**src/rtl/loop_counter_pkg.sv**
```systemverilog
package loop_counter_pkg;

  typedef enum logic [1:0] {
    SUB_INDEX  = 2'd0,
    SUB_LIMIT  = 2'd1,
    SUB_STRIDE = 2'd2,
    SUB_BRANCH = 2'd3
  } sub_sel_e;

  // Advanced index value, wrapping at the word size.
  function automatic logic [63:0] advance(input logic [63:0] idx,
                                          input logic [63:0] stride,
                                          input int unsigned width);
    logic [63:0] sum;
    logic [63:0] mask;
    sum  = idx + stride;
    mask = (width >= 64) ? {64{1'b1}} : ((64'd1 << width) - 64'd1);
    return sum & mask;
  endfunction

  // Completion test: the loop is over when the advanced index has
  // reached or passed the limit (unsigned view).
  function automatic logic finished_u(input logic [63:0] nxt,
                                      input logic [63:0] lim);
    return !(nxt < lim);
  endfunction

endpackage

```
**src/rtl/loop_param_regs.sv**
```systemverilog
module loop_param_regs
  import loop_counter_pkg::*;
#(
  parameter int DATA_W = 32
) (
  input  logic              clk,
  input  logic              rst_n,
  input  logic              wr_en,
  input  logic [1:0]        wr_sel,
  input  logic [DATA_W-1:0] wr_data,
  output logic [DATA_W-1:0] limit_q,
  output logic [DATA_W-1:0] stride_q,
  output logic [DATA_W-1:0] target_q
);
  localparam int NREG = 3;

  logic [DATA_W-1:0] regs [NREG];
  logic [NREG-1:0]   hit;

  genvar g;
  generate
    for (g = 0; g < NREG; g++) begin : g_reg
      localparam logic [1:0] CODE = 2'(g + 1);
      assign hit[g] = wr_en && (wr_sel == CODE);
      always_ff @(posedge clk) begin
        if (!rst_n)      regs[g] <= '0;
        else if (hit[g]) regs[g] <= wr_data;
      end
    end
  endgenerate

  assign limit_q  = regs[0];
  assign stride_q = regs[1];
  assign target_q = regs[2];

  a_r2_write_loads_limit: assert property (@(posedge clk) disable iff (!rst_n)
    (wr_en && wr_sel == SUB_LIMIT) |=> (limit_q == $past(wr_data)));

  a_r7_limit_held: assert property (@(posedge clk) disable iff (!rst_n)
    !wr_en |=> $stable(limit_q) && $stable(stride_q) && $stable(target_q));

  a_onehot_hit: assert property (@(posedge clk) disable iff (!rst_n)
    $onehot0(hit));
endmodule

```
**src/rtl/loop_index_reg.sv**
```systemverilog
module loop_index_reg
  import loop_counter_pkg::*;
#(
  parameter int DATA_W = 32
) (
  input  logic              clk,
  input  logic              rst_n,
  input  logic              idx_write,
  input  logic [DATA_W-1:0] wr_data,
  input  logic              step,
  input  logic [DATA_W-1:0] stride_q,
  output logic [DATA_W-1:0] index_q,
  output logic [DATA_W-1:0] index_adv
);
  assign index_adv = DATA_W'(advance(64'(index_q), 64'(stride_q), DATA_W));

  always_ff @(posedge clk) begin
    if (!rst_n)         index_q <= '0;
    else if (idx_write) index_q <= wr_data;
    else if (step)      index_q <= index_adv;
  end

  a_r4_step_adds_stride: assert property (@(posedge clk) disable iff (!rst_n)
    (step && !idx_write) |=> (index_q == DATA_W'($past(index_q) + $past(stride_q))));

  a_r8_write_beats_step: assert property (@(posedge clk) disable iff (!rst_n)
    (step && idx_write) |=> (index_q == $past(wr_data)));

  a_r7_index_quiet: assert property (@(posedge clk) disable iff (!rst_n)
    (!step && !idx_write) |=> $stable(index_q));
endmodule

```
**src/rtl/loop_branch_sel.sv**
```systemverilog
module loop_branch_sel
  import loop_counter_pkg::*;
#(
  parameter int DATA_W     = 32,
  parameter bit SIGNED_CMP = 1'b0
) (
  input  logic              clk,
  input  logic              rst_n,
  input  logic              branch_rd,
  input  logic [DATA_W-1:0] index_adv,
  input  logic [DATA_W-1:0] limit_q,
  input  logic [DATA_W-1:0] target_q,
  input  logic [DATA_W-1:0] pc_next,
  output logic              loop_done,
  output logic [DATA_W-1:0] branch_val
);
  generate
    if (SIGNED_CMP) begin : g_signed
      assign loop_done = !($signed(index_adv) < $signed(limit_q));
    end else begin : g_unsigned
      assign loop_done = finished_u(64'(index_adv), 64'(limit_q));
    end
  endgenerate

  assign branch_val = loop_done ? pc_next : target_q;

  a_r5_taken_returns_target: assert property (@(posedge clk) disable iff (!rst_n)
    (branch_rd && !loop_done) |-> (branch_val == target_q));

  a_r6_done_returns_fallthrough: assert property (@(posedge clk) disable iff (!rst_n)
    (branch_rd && loop_done) |-> (branch_val == pc_next));
endmodule

```
**src/rtl/loop_counter_unit.sv**
```systemverilog
module loop_counter_unit
  import loop_counter_pkg::*;
#(
  parameter int DATA_W     = 32,
  parameter bit SIGNED_CMP = 1'b0
) (
  input  logic              clk,
  input  logic              rst_n,
  input  logic              wr_en,
  input  logic [1:0]        wr_sel,
  input  logic [DATA_W-1:0] wr_data,
  input  logic              rd_en,
  input  logic [1:0]        rd_sel,
  input  logic [DATA_W-1:0] pc_next,
  output logic [DATA_W-1:0] rd_data
);
  logic [DATA_W-1:0] limit_q, stride_q, target_q;
  logic [DATA_W-1:0] index_q, index_adv, branch_val;
  logic              loop_done;

  // Named bus events
  logic idx_write;
  logic branch_rd;
  assign idx_write = wr_en && (wr_sel == SUB_INDEX);
  assign branch_rd = rd_en && (rd_sel == SUB_BRANCH);

  loop_param_regs #(.DATA_W(DATA_W)) u_params (
    .clk     (clk),
    .rst_n   (rst_n),
    .wr_en   (wr_en),
    .wr_sel  (wr_sel),
    .wr_data (wr_data),
    .limit_q (limit_q),
    .stride_q(stride_q),
    .target_q(target_q)
  );

  loop_index_reg #(.DATA_W(DATA_W)) u_index (
    .clk      (clk),
    .rst_n    (rst_n),
    .idx_write(idx_write),
    .wr_data  (wr_data),
    .step     (branch_rd),
    .stride_q (stride_q),
    .index_q  (index_q),
    .index_adv(index_adv)
  );

  loop_branch_sel #(.DATA_W(DATA_W), .SIGNED_CMP(SIGNED_CMP)) u_branch (
    .clk       (clk),
    .rst_n     (rst_n),
    .branch_rd (branch_rd),
    .index_adv (index_adv),
    .limit_q   (limit_q),
    .target_q  (target_q),
    .pc_next   (pc_next),
    .loop_done (loop_done),
    .branch_val(branch_val)
  );

  always_comb begin
    rd_data = '0;
    if (rd_en) begin
      unique case (rd_sel)
        SUB_INDEX:  rd_data = index_q;
        SUB_LIMIT:  rd_data = limit_q;
        SUB_STRIDE: rd_data = stride_q;
        default:    rd_data = branch_val;
      endcase
    end
  end

  a_r9_idle_bus_zero: assert property (@(posedge clk) disable iff (!rst_n)
    !rd_en |-> (rd_data == '0));

  a_r3_index_read_visible: assert property (@(posedge clk) disable iff (!rst_n)
    (rd_en && rd_sel == SUB_INDEX) |-> (rd_data == index_q));
endmodule

```
**config.mk**
```make
export PLATFORM = sky130hd
export DESIGN_NAME = loop_counter_unit
export DESIGN_NICKNAME = d
export VERILOG_FILES = /design/src/rtl/loop_counter_pkg.sv /design/src/rtl/loop_param_regs.sv /design/src/rtl/loop_index_reg.sv /design/src/rtl/loop_branch_sel.sv /design/src/rtl/loop_counter_unit.sv
export SDC_FILE = /design/constraint.sdc
export NUM_CORES = 1
export LEC_CHECK = 0
export BUFFER_PORTS_ARGS = -buffer_cell sky130_fd_sc_hd__buf_2
export CAP_MARGIN = 30
export CORE_ASPECT_RATIO = 1.75
export CORE_MARGIN = 2
export CORE_UTILIZATION = 60
export CTS_CLUSTER_DIAMETER = 100
export DETAILED_ROUTE_END_ITERATION = 6
export PLACE_DENSITY_LB_ADDON = 0.05
export SLEW_MARGIN = 0
export SYNTH_ARGS = -nofsm -noshare
export SYNTH_HDL_FRONTEND = slang
export SYNTH_SLANG_ARGS = --single-unit
```
**constraint.sdc**
```tcl
create_clock -name clk -period 5.1 [get_ports clk]
set_input_delay 0.51 -clock clk [delete_from_list [all_inputs] [get_ports clk]]
set_output_delay 0.51 -clock clk [all_outputs]
set_load 0.01 [all_outputs]
```
; ---- After elaboration in Yosys (flattened, before gate mapping)
; Memory sizes are Yosys's and may differ from the RTL's.
; Cells that the tools add are included.
[classes]
n_addsub = 1
reduce_logical = 8
bitwise = 3
mux = 18
magnitude_cmp = 1
eq_ne = 6
[op_table]
columns = op, count
row1 = 32-bit two-way mux, 7
row2 = 32-bit case mux with 3 select lines, 1
row3 = 32-bit adder, 1
row4 = 32-bit less-than comparator, 1
row5 = 1-bit two-way mux, 10
row6 = "2-bit equality test, second input constant", 4
row7 = 1-bit logical AND, 5
row8 = "2-bit by 1-bit equality test with 1-bit output, second input constant", 2
row9 = 2-bit logical NOT, 2
row10 = 1-bit OR, 3
row11 = 2-bit nonzero test, 1
[totals]
elab_cells = 39
output_inout_bits = 32
inputBits = 72
reg_bits = 32
mem_bits_rw = 96
mem_count = 1
[memory_table]
columns = memory, words, width, read_ports, rd_clocked_by_memory_dff, wr, line
row1 = u_params.regs, 3, 32, 3, 0, 3, loop_param_regs.sv:17  ; logic [DATA_W-1:0] regs [NREG];

; ---- Logic depth before layout (Yosys ltp)
; Gate-level depths: netlist of run 1.
[logic_depth]
depth_word = 6
depth_mapped = 19

; ---- Cells and area by module
; A second synthesis of run 1 with hierarchy kept.
[hier_totals]
cells_unflattened = 874
hier_area_um2 = 9090.0
[modules_own_cells]
columns = mod, seq_area_each_um2, cells_per_inst, area_per_inst_um2, n_inst
row1 = loop_param_regs, 2882.8, 210, 3679.8, 1
row2 = loop_index_reg, 640.6, 403, 3105.5, 1
row3 = loop_branch_sel, 0.0, 148, 1311.3, 1
row4 = loop_counter_unit, 0.0, 113, 993.5, 1

; ---- Least setup slack after synthesis of run 1
; No wires, ideal clock.
[synth_path]
path_kind = reg2out
startpoint = mem u_params.regs[1][6]
endpoint = out rd_data[10]
t_arrival_ps = 3943
stages_incl_launch_ff = 18
n_path_buf = 1
required_ps = 4590
slack_ps = 647
cell_sequence = edfxtp_1 ha_1 a211oi_2 o21ba_1 nand2_1 o21a_1 o221a_1 or3_1 and2_1 ha_1 nand4_1 or2_1 a211oi_1 nand2_1 o2bb2ai_1 buf_2 mux2i_1 o21ai_1
[synth_lines]
columns = element, line
row1 = from (decl), loop_param_regs.sv:17
row2 = to (decl), loop_counter_unit.sv:15  ; output logic [DATA_W-1:0] rd_data

==> summary.md, run 1 <==
| Metric | Value |
|---|---|
| Top-count cell post-synth | `nand2_1` |
| Worst vdd ir | `0.280 mV` |
| Internal power | `2.44 mW` |
| Post-synth top flop | `edfxtp_1` |
| PortBufs | `103` |
| CTS Hold Bufs | `0` |
| Setup Crit Path Kind | `reg2out` |
| Core box area | `0.0144 sq mm` |
| Die Wd | `95.8 microns` |
| Crit start category | `flop` |
| Critical Path AT | `4.57 ns` |
| Clock latency on the worst-skew pair | `0.42 ns` |
| # diodes | `0` |
| Synth warnings | `0` |
| Setup_tns | `0 ns` |
| Cell area after layout | `0.0107 sq mm` |
| WL/cell | `21.2 microns` |
| Clock Power Share | `0.354` |
| Slowest cell on crit path | `ha_1` |
| Detailed Routing Iterations Pass 1 | `5` |
| Detail Placement HPWL | `17,400 microns` |
| Worst path max stage delay | `0.42 ns` |
| Worst path top cell family by delay | `compound AO/OA/AOI/OAI gates` |
| Leak pwr | `4.65 nW` |
| Status | `finished, final reports clean` |
| FFs w/ async S/R, synth | `0` |
| Layout area overhead | `21.6%` |
| Synth area leaders | `edfxtp_1 33%, ha_1 8.8%, mux2i_1 7.5%` |
| Critical path fanouts, max | `5` |
| Root Driver | `clkbuf_16` |
| Yosys cell types | `58` |
| CTS tree | `done` |
| # setup viols final | `0` |
| Vias | `7,953` |
| HP Class | `in2reg` |
| Std cell rows | `58` |
| Syn_nets | `1,108` |
| Worst path cell trace | `ha_1 -> nand4_1 -> a21oi_4 -> o2111ai_2 -> buf_4 -> a211oi_1 -> o21ai_0 -> and2_1 -> ha_1 -> a21o_1 -> a21o_1 -> a21oi_4 -> o221ai_4 -> o2bb2ai_4 -> buf_12 -> buf_12 -> mux2i_1 -> o21ai_1 -> buf_2` |
| Syn avg cell area | `9.09 sq um` |
| Sw Pwr | `1.12 mW` |
| Post-synth EDFFs | `96` |
| Die area | `0.0158 sq mm` |
| Critical Path End Type | `primary output` |
| Switching share of total power | `0.315` |
| Synthesized cell area | `0.00884 sq mm` |
| Ports | `104` |
| Tmin final | `5.08 ns` |
| Worst-path clk slew | `0.06 ns` |
| GRT Total Usage | `0.346` |
| GR Overflow Total | `0` |
| Layout cells sized above 1 | `0.218` |
| H-Tree Depth | `4` |
| DR iter-0 viols | `517` |
| Hold Slack | `0.357 ns` |
| Area after DPL | `0.00961 sq mm` |
| Number of synthesized register bits | `128` |
| # fillers | `1,106` |
| Die Ht | `165 microns` |
| Bufs and invs on worst path | `4` |
| Pin count of the biggest net entering global routing | `40` |
| Area leader, netlist | `edfxtp_1` |
| Commonest cells in the netlist | `132 x nand2_1, 104 x and2_1, 96 x edfxtp_1, 66 x mux2i_1, 63 x a21oi_1` |
| Residual DRC count | `0` |
| Sequential share of the synthesized area | `0.399` |
| Synth top area share | `0.326` |
| Final period util | `0.997` |
| Max-cap viol count | `0` |
| Fin. Hold Viols | `0` |
| Slew Limit Fails | `0` |
| Routability congestion estimate | `0.980` |
| F_max | `197 MHz` |
| Pwr Density | `332 mW/mm^2` |
| Post-synthesis instance total | `973` |
| RSZ-0062 raised after global routing | `yes` |
| Seq pwr share | `0.350` |
| Remaining antenna violation count | `0` |
| CTS Buf Count | `17` |
| Clock Skews | `0.0133 ns` |
| Combinational share of power | `0.296` |
| Sink count of the clock tree | `128` |
| Antenna violations before repair | `0` |
| Vias in the first global route | `8,091` |
| Slew Limit Headroom | `0.335` |
| Detailed Route WL | `27,000 microns` |
| Actual slew at the worst max-slew pin | `0.995 ns` |
| Clock buffer depth | `2` |
| CP Data Required Time | `4.59 ns` |
| Vias per Instance | `6.24` |
| Post-layout net count | `1,216` |
| Global-route wire length before repair | `41,000 microns` |
| Initial core utilization | `0.615` |
[flip-flops by register name, indices dropped and copies added (netlist names)]
register	cells
u_params.regs	96
u_index.index_q	32
[worst reg2reg max path: stages (launching register included)]
cell and delay, ns:
edfxtp_1 0.40, ha_1 0.42, a21oi_4 0.10, o21ai_4 0.24
o21ai_2 0.08, a41oi_2 0.23, a21oi_1 0.10, buf_4 0.18
o41ai_4 0.36, xor2_1 0.14, buf_4 0.15, o311a_1 0.33
[cell type report]
class,count,area [sq um],share of cell area
Clock inverter,13,163,0.0151
Clock buffer,19,443,0.0412
Inverter,40,150,0.0140
Sequential cell,128,3520,0.328
Timing Repair Buffer,145,887,0.0825
Tap cell,180,225,0.0210
Multi-Input combinational cell,749,5360,0.498
[power groups by stage]
| stage | sequential (mW) | combinational (mW) | clock [mW] |
|---|---|---|---|
| after global routing | 1.26 | 1.14 | 1.30 |
| final | 1.25 | 1.05 | 1.26 |
| after CTS | 1.25 | 1.05 | 1.26 |
| after detailed placement | 1.27 | 0.896 | 0 |
| after floorplan | 1.25 | 0.605 | 0 |
| after global placement | 1.26 | 0.882 | 0 |
[placed cells by master, fill, tap and decap left out, types with 3 or more instances in the layout]
| master | instances |
|---|---|
| a31oi_1 | 5 |
| o21ai_4 | 3 |
| nand3_1 | 19 |
| o22ai_1 | 3 |
| o311a_1 | 4 |
| bufinv_16 | 3 |
| inv_1 | 39 |
| a21oi_4 | 3 |
| ha_1 | 49 |
| a311oi_1 | 9 |
| and2_1 | 103 |
| nand2b_1 | 5 |
| xor2_1 | 10 |
| dfxtp_1 | 32 |
| nand4_1 | 14 |
| edfxtp_1 | 96 |
| buf_2 | 103 |
| a21o_1 | 31 |
| a21oi_2 | 10 |
| nor3_1 | 4 |
| a211oi_1 | 4 |
| o21bai_1 | 4 |
| o21a_1 | 4 |
| ha_2 | 7 |
| ha_4 | 6 |
| o211ai_1 | 6 |
| xnor2_1 | 18 |
| clkinv_2 | 3 |
| clkinv_4 | 3 |
| nand2_1 | 130 |
| mux2i_1 | 65 |
| nor2_1 | 29 |
| nor2b_1 | 3 |
| a21oi_1 | 50 |
| o21ai_0 | 57 |
| o21ai_1 | 39 |
| clkinvlp_4 | 3 |
| clkbuf_16 | 17 |
| buf_4 | 37 |
[timing repair]
action                     4_1_cts  5_1_grt
pin swaps                       19       26
gates resized for setup         44       32
setup buffers                   13        7
setup endpoints to repair       32       32
cloned                           2        0
[path summary, 6_finish.rpt]
kind / cells after the start / slack, ns / endpoint / from
worst min-delay path: 3 / 0.36 / u_index.index_q[24] / wr_data[24]
worst min register to register: 2 / 0.51 / u_index.index_q[15] / u_index.index_q[15]
worst max register to register: 11 / 2.25 / u_index.index_q[28] / u_params.regs[1][2]
worst max-delay path: 19 / 0.02 / rd_data[4] / u_params.regs[1][2]
[kinds of logic (layout without fill, tap and decap cells)]
kind of cell             count (synthesis)  in the layout  synth area share
AND/OR/NAND/NOR                        329            329             0.185
AO/OA/AOI/OAI                          263            263             0.183
flip-flops                             128            128             0.399
buffers and inverters                   96            217            0.0413
multiplexers                            66             66            0.0747
adder cells (fa/ha/maj)                 63             63            0.0900
XOR/XNOR                                28             28            0.0277
[routing by layer]
metal	share of wire	wire length, microns	track usage
met1	0.36	9830	0.378
met2	0.53	14200	0.634
met3	0.057	1550	0.0484
met4	0.053	1430	0.173
met5	0	0	0
[stage by stage]
| stage | setup slack [ns] | utilization | instances | power, mW |
|---|---|---|---|---|
| after floorplan | 0.647 | - | 973 | 1.86 |
| after global placement | 0.183 | 0.669 | 1223 | 2.15 |
| after detailed placement | 0.146 | 0.669 | 1223 | 2.16 |
| after CTS | -0.0240 | 0.739 | 1270 | 3.56 |
| after global routing | -0.185 | 0.748 | 1274 | 3.70 |
| final | 0.0160 | 0.748 | 1274 | 3.57 |
(Power assumes the default switching activity.)
==> run 2: changes to the inputs <==
Settings changed: ABC_AREA set to 1.
==> run 2 against run 1 <==
Compared with the run above: fmax increased by 3.3%; routed wire length increased by 19%; clock power increased by 3%; synthesized cell count increased by 28%; cell count increased by 20%; global-route usage increased by 4.8 points; sequential share of layout area increased by 0.70 points; clock skew decreased by 0.0020 ns; sequential power about the same; flip-flop and latch count unchanged.
==> summary.md, run 2 <==
| Metric | Value |
|---|---|
| Status | `finished, final reports clean (unchanged)` |
| # diodes | `0 (unchanged)` |
| Antenna violations before repair | `0 (unchanged)` |
| Crit start category | `flop (unchanged)` |
| Bufs and invs on worst path | `3 (was 4)` |
| Core box area | `0.0149 sq mm (was 0.0144 sq mm)` |
| Critical path fanouts, max | `13 (was 5)` |
| Initial core utilization | `0.614 (was 0.615)` |
| Top cell by count, worst path | `nand2_1` |
| Global-route wire length before repair | `48,500 microns (was 41,000 microns)` |
| Final cell utilization of the core | `0.706 (was 0.748)` |
| Synthesized cell area | `0.00915 sq mm (was 0.00884 sq mm)` |
| Post-synth EDFFs | `96 (unchanged)` |
| Post-synth top flop | `edfxtp_1 (unchanged)` |
| Vias in the first global route | `9,423 (was 8,091)` |
| FFs w/ async S/R, synth | `0 (unchanged)` |
| PortBufs | `103 (unchanged)` |
| Worst path cell trace | `ha_1 -> fa_1 -> nand2_1 -> inv_1 -> nand2_1 -> nand3_2 -> nand2_1 -> nand2_2 -> nand2_1 -> nand2_2 -> nand2_1 -> nand3_1 -> and2_1 -> ha_1 -> nand2_1 -> nor2_1 -> nand4_1 -> a21oi_2 -> nor2_4 -> buf_4 -> nand3_1 -> nand3_1 -> a21oi_1 -> buf_2 (was ha_1 -> nand4_1 -> a21oi_4 -> o2111ai_2 -> buf_4 -> a211oi_1 -> o21ai_0 -> and2_1 -> ha_1 -> a21o_1 -> a21o_1 -> a21oi_4 -> o221ai_4 -> o2bb2ai_4 -> buf_12 -> buf_12 -> mux2i_1 -> o21ai_1 -> buf_2)` |
| Number of flip-flops in the largest register | `96 (unchanged)` |
| Detailed Route WL | `32,100 microns (was 27,000 microns)` |
| Pin count of the biggest net entering global routing | `34 (was 40)` |
| F_max | `203 MHz (was 197 MHz)` |
| Area after DPL | `0.00986 sq mm (was 0.00961 sq mm)` |
| Post-layout net count | `1,473 (was 1,216)` |
| Top-count cell post-synth | `inv_1 (was nand2_1)` |
| Number of synthesized register bits | `128 (unchanged)` |
| Clock latency on the worst-skew pair | `0.43 ns (was 0.42 ns)` |
| Sequential share of the synthesized area | `0.385 (was 0.399)` |
| Layout area overhead | `15.0% (was 21.6%)` |
| Syn avg cell area | `7.35 sq um (was 9.09 sq um)` |
| CP Data Required Time | `4.59 ns (about the same)` |
| RSZ-0062 raised after global routing | `no (was yes)` |
| Synth area leaders | `edfxtp_1 32%, inv_1 9.5%, nand2_1 8.6% (was edfxtp_1 33%, ha_1 8.8%, mux2i_1 7.5%)` |
| Synth warnings | `0 (unchanged)` |
| Std cell rows | `59 (was 58)` |
| Clock buffer depth | `2 (unchanged)` |
| Slowest cell on crit path | `fa_1 (was ha_1)` |
| Slew Limit Fails | `0 (unchanged)` |
| Setup_tns | `0 ns (unchanged)` |
| Yosys cell types | `42 (was 58)` |
| Worst path top cell family by delay | `simple AND/OR/NAND/NOR gates (was compound AO/OA/AOI/OAI gates)` |
| Total power | `3.41 mW (was 3.57 mW)` |
| Commonest cells after routing, fill and taps aside | `232 x inv_1, 210 x nand2_1, 159 x nor2_1, 107 x nand3_1 (was 130 x nand2_1, 103 x and2_1, 103 x buf_2, 96 x edfxtp_1, 65 x mux2i_1)` |
| Sink count of the clock tree | `128 (unchanged)` |
| Residual DRC count | `0 (unchanged)` |
| Worst path max stage delay | `0.45 ns (was 0.42 ns)` |
| Hold Slack | `0.361 ns (was 0.357 ns)` |
| Die Ht | `167 microns (was 165 microns)` |
| Actual slew at the worst max-slew pin | `1.05 ns (was 0.995 ns)` |
| Detail Placement HPWL | `23,000 microns (was 17,400 microns)` |
| Post-synthesis instance total | `1,245 (was 973)` |
| Slew Limit Headroom | `0.297 (was 0.335)` |
| CTS tree | `done (unchanged)` |
| GR Overflow Total | `0 (unchanged)` |
| WL/cell | `21.0 microns (was 21.2 microns)` |
| Critical Path AT | `4.41 ns (was 4.57 ns)` |
| Layout cells sized above 1 | `0.138 (was 0.218)` |
| Leak pwr | `4.98 nW (was 4.65 nW)` |
| Worst vdd ir | `0.235 mV (was 0.280 mV)` |
| GRT Total Usage | `0.394 (was 0.346)` |
| Clock Skews | `0.0112 ns (was 0.0133 ns)` |
| Routability congestion estimate | `1.02 (was 0.980)` |
| Die Wd | `97.4 microns (was 95.8 microns)` |
| Critical Path End Type | `primary output (unchanged)` |
| Detailed Routing Iterations Pass 1 | `5 (unchanged)` |
| Most flops, register | `u_params.regs (unchanged)` |
| Synth top area share | `0.315 (was 0.326)` |
| Vias | `9,104 (was 7,953)` |
| HP Class | `in2reg (unchanged)` |
| Pwr Density | `324 mW/mm^2 (was 332 mW/mm^2)` |
| Ports | `104 (unchanged)` |
| Cell area after layout | `0.0105 sq mm (was 0.0107 sq mm)` |
| # fillers | `1,317 (was 1,106)` |
| Root Driver | `clkbuf_16 (unchanged)` |
| DR iter-0 viols | `553 (was 517)` |
| H-Tree Depth | `4 (unchanged)` |
| Max-cap viol count | `0 (unchanged)` |
| CTS Buf Count | `17 (unchanged)` |
| Tmin final | `4.92 ns (was 5.08 ns)` |
| Final period util | `0.965 (was 0.997)` |
| Die area | `0.0163 sq mm (was 0.0158 sq mm)` |
| Fin. Hold Viols | `0 (unchanged)` |
| Vias per Instance | `5.93 (was 6.24)` |
| Syn_nets | `1,380 (was 1,108)` |
| Most common cell after layout, fill and taps aside | `inv_1 (was nand2_1)` |
| # setup viols final | `0 (unchanged)` |
| Worst-path clk slew | `0.07 ns (was 0.06 ns)` |
| Area leader, netlist | `edfxtp_1 (unchanged)` |
| Remaining antenna violation count | `0 (unchanged)` |
| Commonest cells in the netlist | `232 x inv_1, 210 x nand2_1, 163 x nor2_1, 108 x a21oi_1, 107 x nand3_1 (was 132 x nand2_1, 104 x and2_1, 96 x edfxtp_1, 66 x mux2i_1, 63 x a21oi_1)` |
| Biggest regs | `u_params.regs x96, u_index.index_q x32 (unchanged)` |
| Setup Crit Path Kind | `reg2out (unchanged)` |
==> run 2: cell count changes in the layout (fill, tap and decap cells not counted), sizes merged, moves of 15 or more <==
cell / previous run / this run
o22ai: 4 / 22
mux2i: 66 / 0
a221oi: 0 / 16
nor2: 31 / 168
xnor2: 18 / 3
nand2: 132 / 218
inv: 40 / 241
nand3: 20 / 108
a31oi: 6 / 24
and2: 105 / 16
o21ai: 101 / 39
a21oi: 63 / 108
a21o: 31 / 1
buf: 145 / 119
==> run 2: cell type report <==
class	count	area, sq um	area share
multi-input cells	836	4610	0.438
flip-flops and latches	128	3520	0.335
inverters	236	886	0.0842
repair buffers	119	663	0.0630
clock buffers	18	429	0.0408
well taps	183	229	0.0218
clock inverters	14	179	0.0170
==> run 2: layer usage <==
| metal | global-route usage | vias to the layer above | part of all wire |
|---|---|---|---|
| met3 | 0.0659 | 186 | 0.062 |
| met1 | 0.352 | 4173 | 0.30 |
| met4 | 0.388 | 0 | 0.11 |
| met2 | 0.719 | 463 | 0.53 |
| li1 | - | 4282 | - |
| met5 | 0 | - | 0 |
==> run 2: final timing paths <==
check / startpoint / to / slack (ns) / cells past startpoint
worst min-delay path: wr_data[5] / u_index.index_q[5] / 0.36 / 3
worst max-delay path: u_params.regs[1][0] / rd_data[10] / 0.18 / 24
worst min register to register: u_index.index_q[2] / u_index.index_q[2] / 0.51 / 2
worst max register to register: u_params.regs[1][0] / u_index.index_q[20] / 2.65 / 15
==> run 2: report_power, final <==
group,switching [mW],total (mW),internal (mW)
logic,0.584,0.876,0.292
clock network,0.521,1.30,0.777
registers,0.0401,1.24,1.20
==> run 2: cell families after synthesis <==
family,count (synthesis),share of synthesized area
flops,128,0.385
xor+xnor,15,0.0144
compound gates,221,0.138
simple gates,537,0.254
buf+inv,281,0.122
fa+ha+maj,63,0.0870
==> run 2: timing repair <==
item | CTS | global route
gates cloned | 0 | 0
setup buffers | 0 | 1
pin swaps | 0 | 3
setup endpoints to repair | 1 | 32
hold buffers | 0 | 0
resized for setup | 1 | 11
==> run 2: per-stage QoR <==
step,cells,setup WS (ns)
finish,1534,0.178
global route,1534,0.0332
CTS,1533,0.108
detailed placement,1501,0.512
global placement,1500,0.554
floorplan,1245,1.37
==> run 2: tightest hold or removal path, cell delays in order <==
cell and delay [ns]:
buf_2 0.10, nand2_1 0.05, a31oi_1 0.07
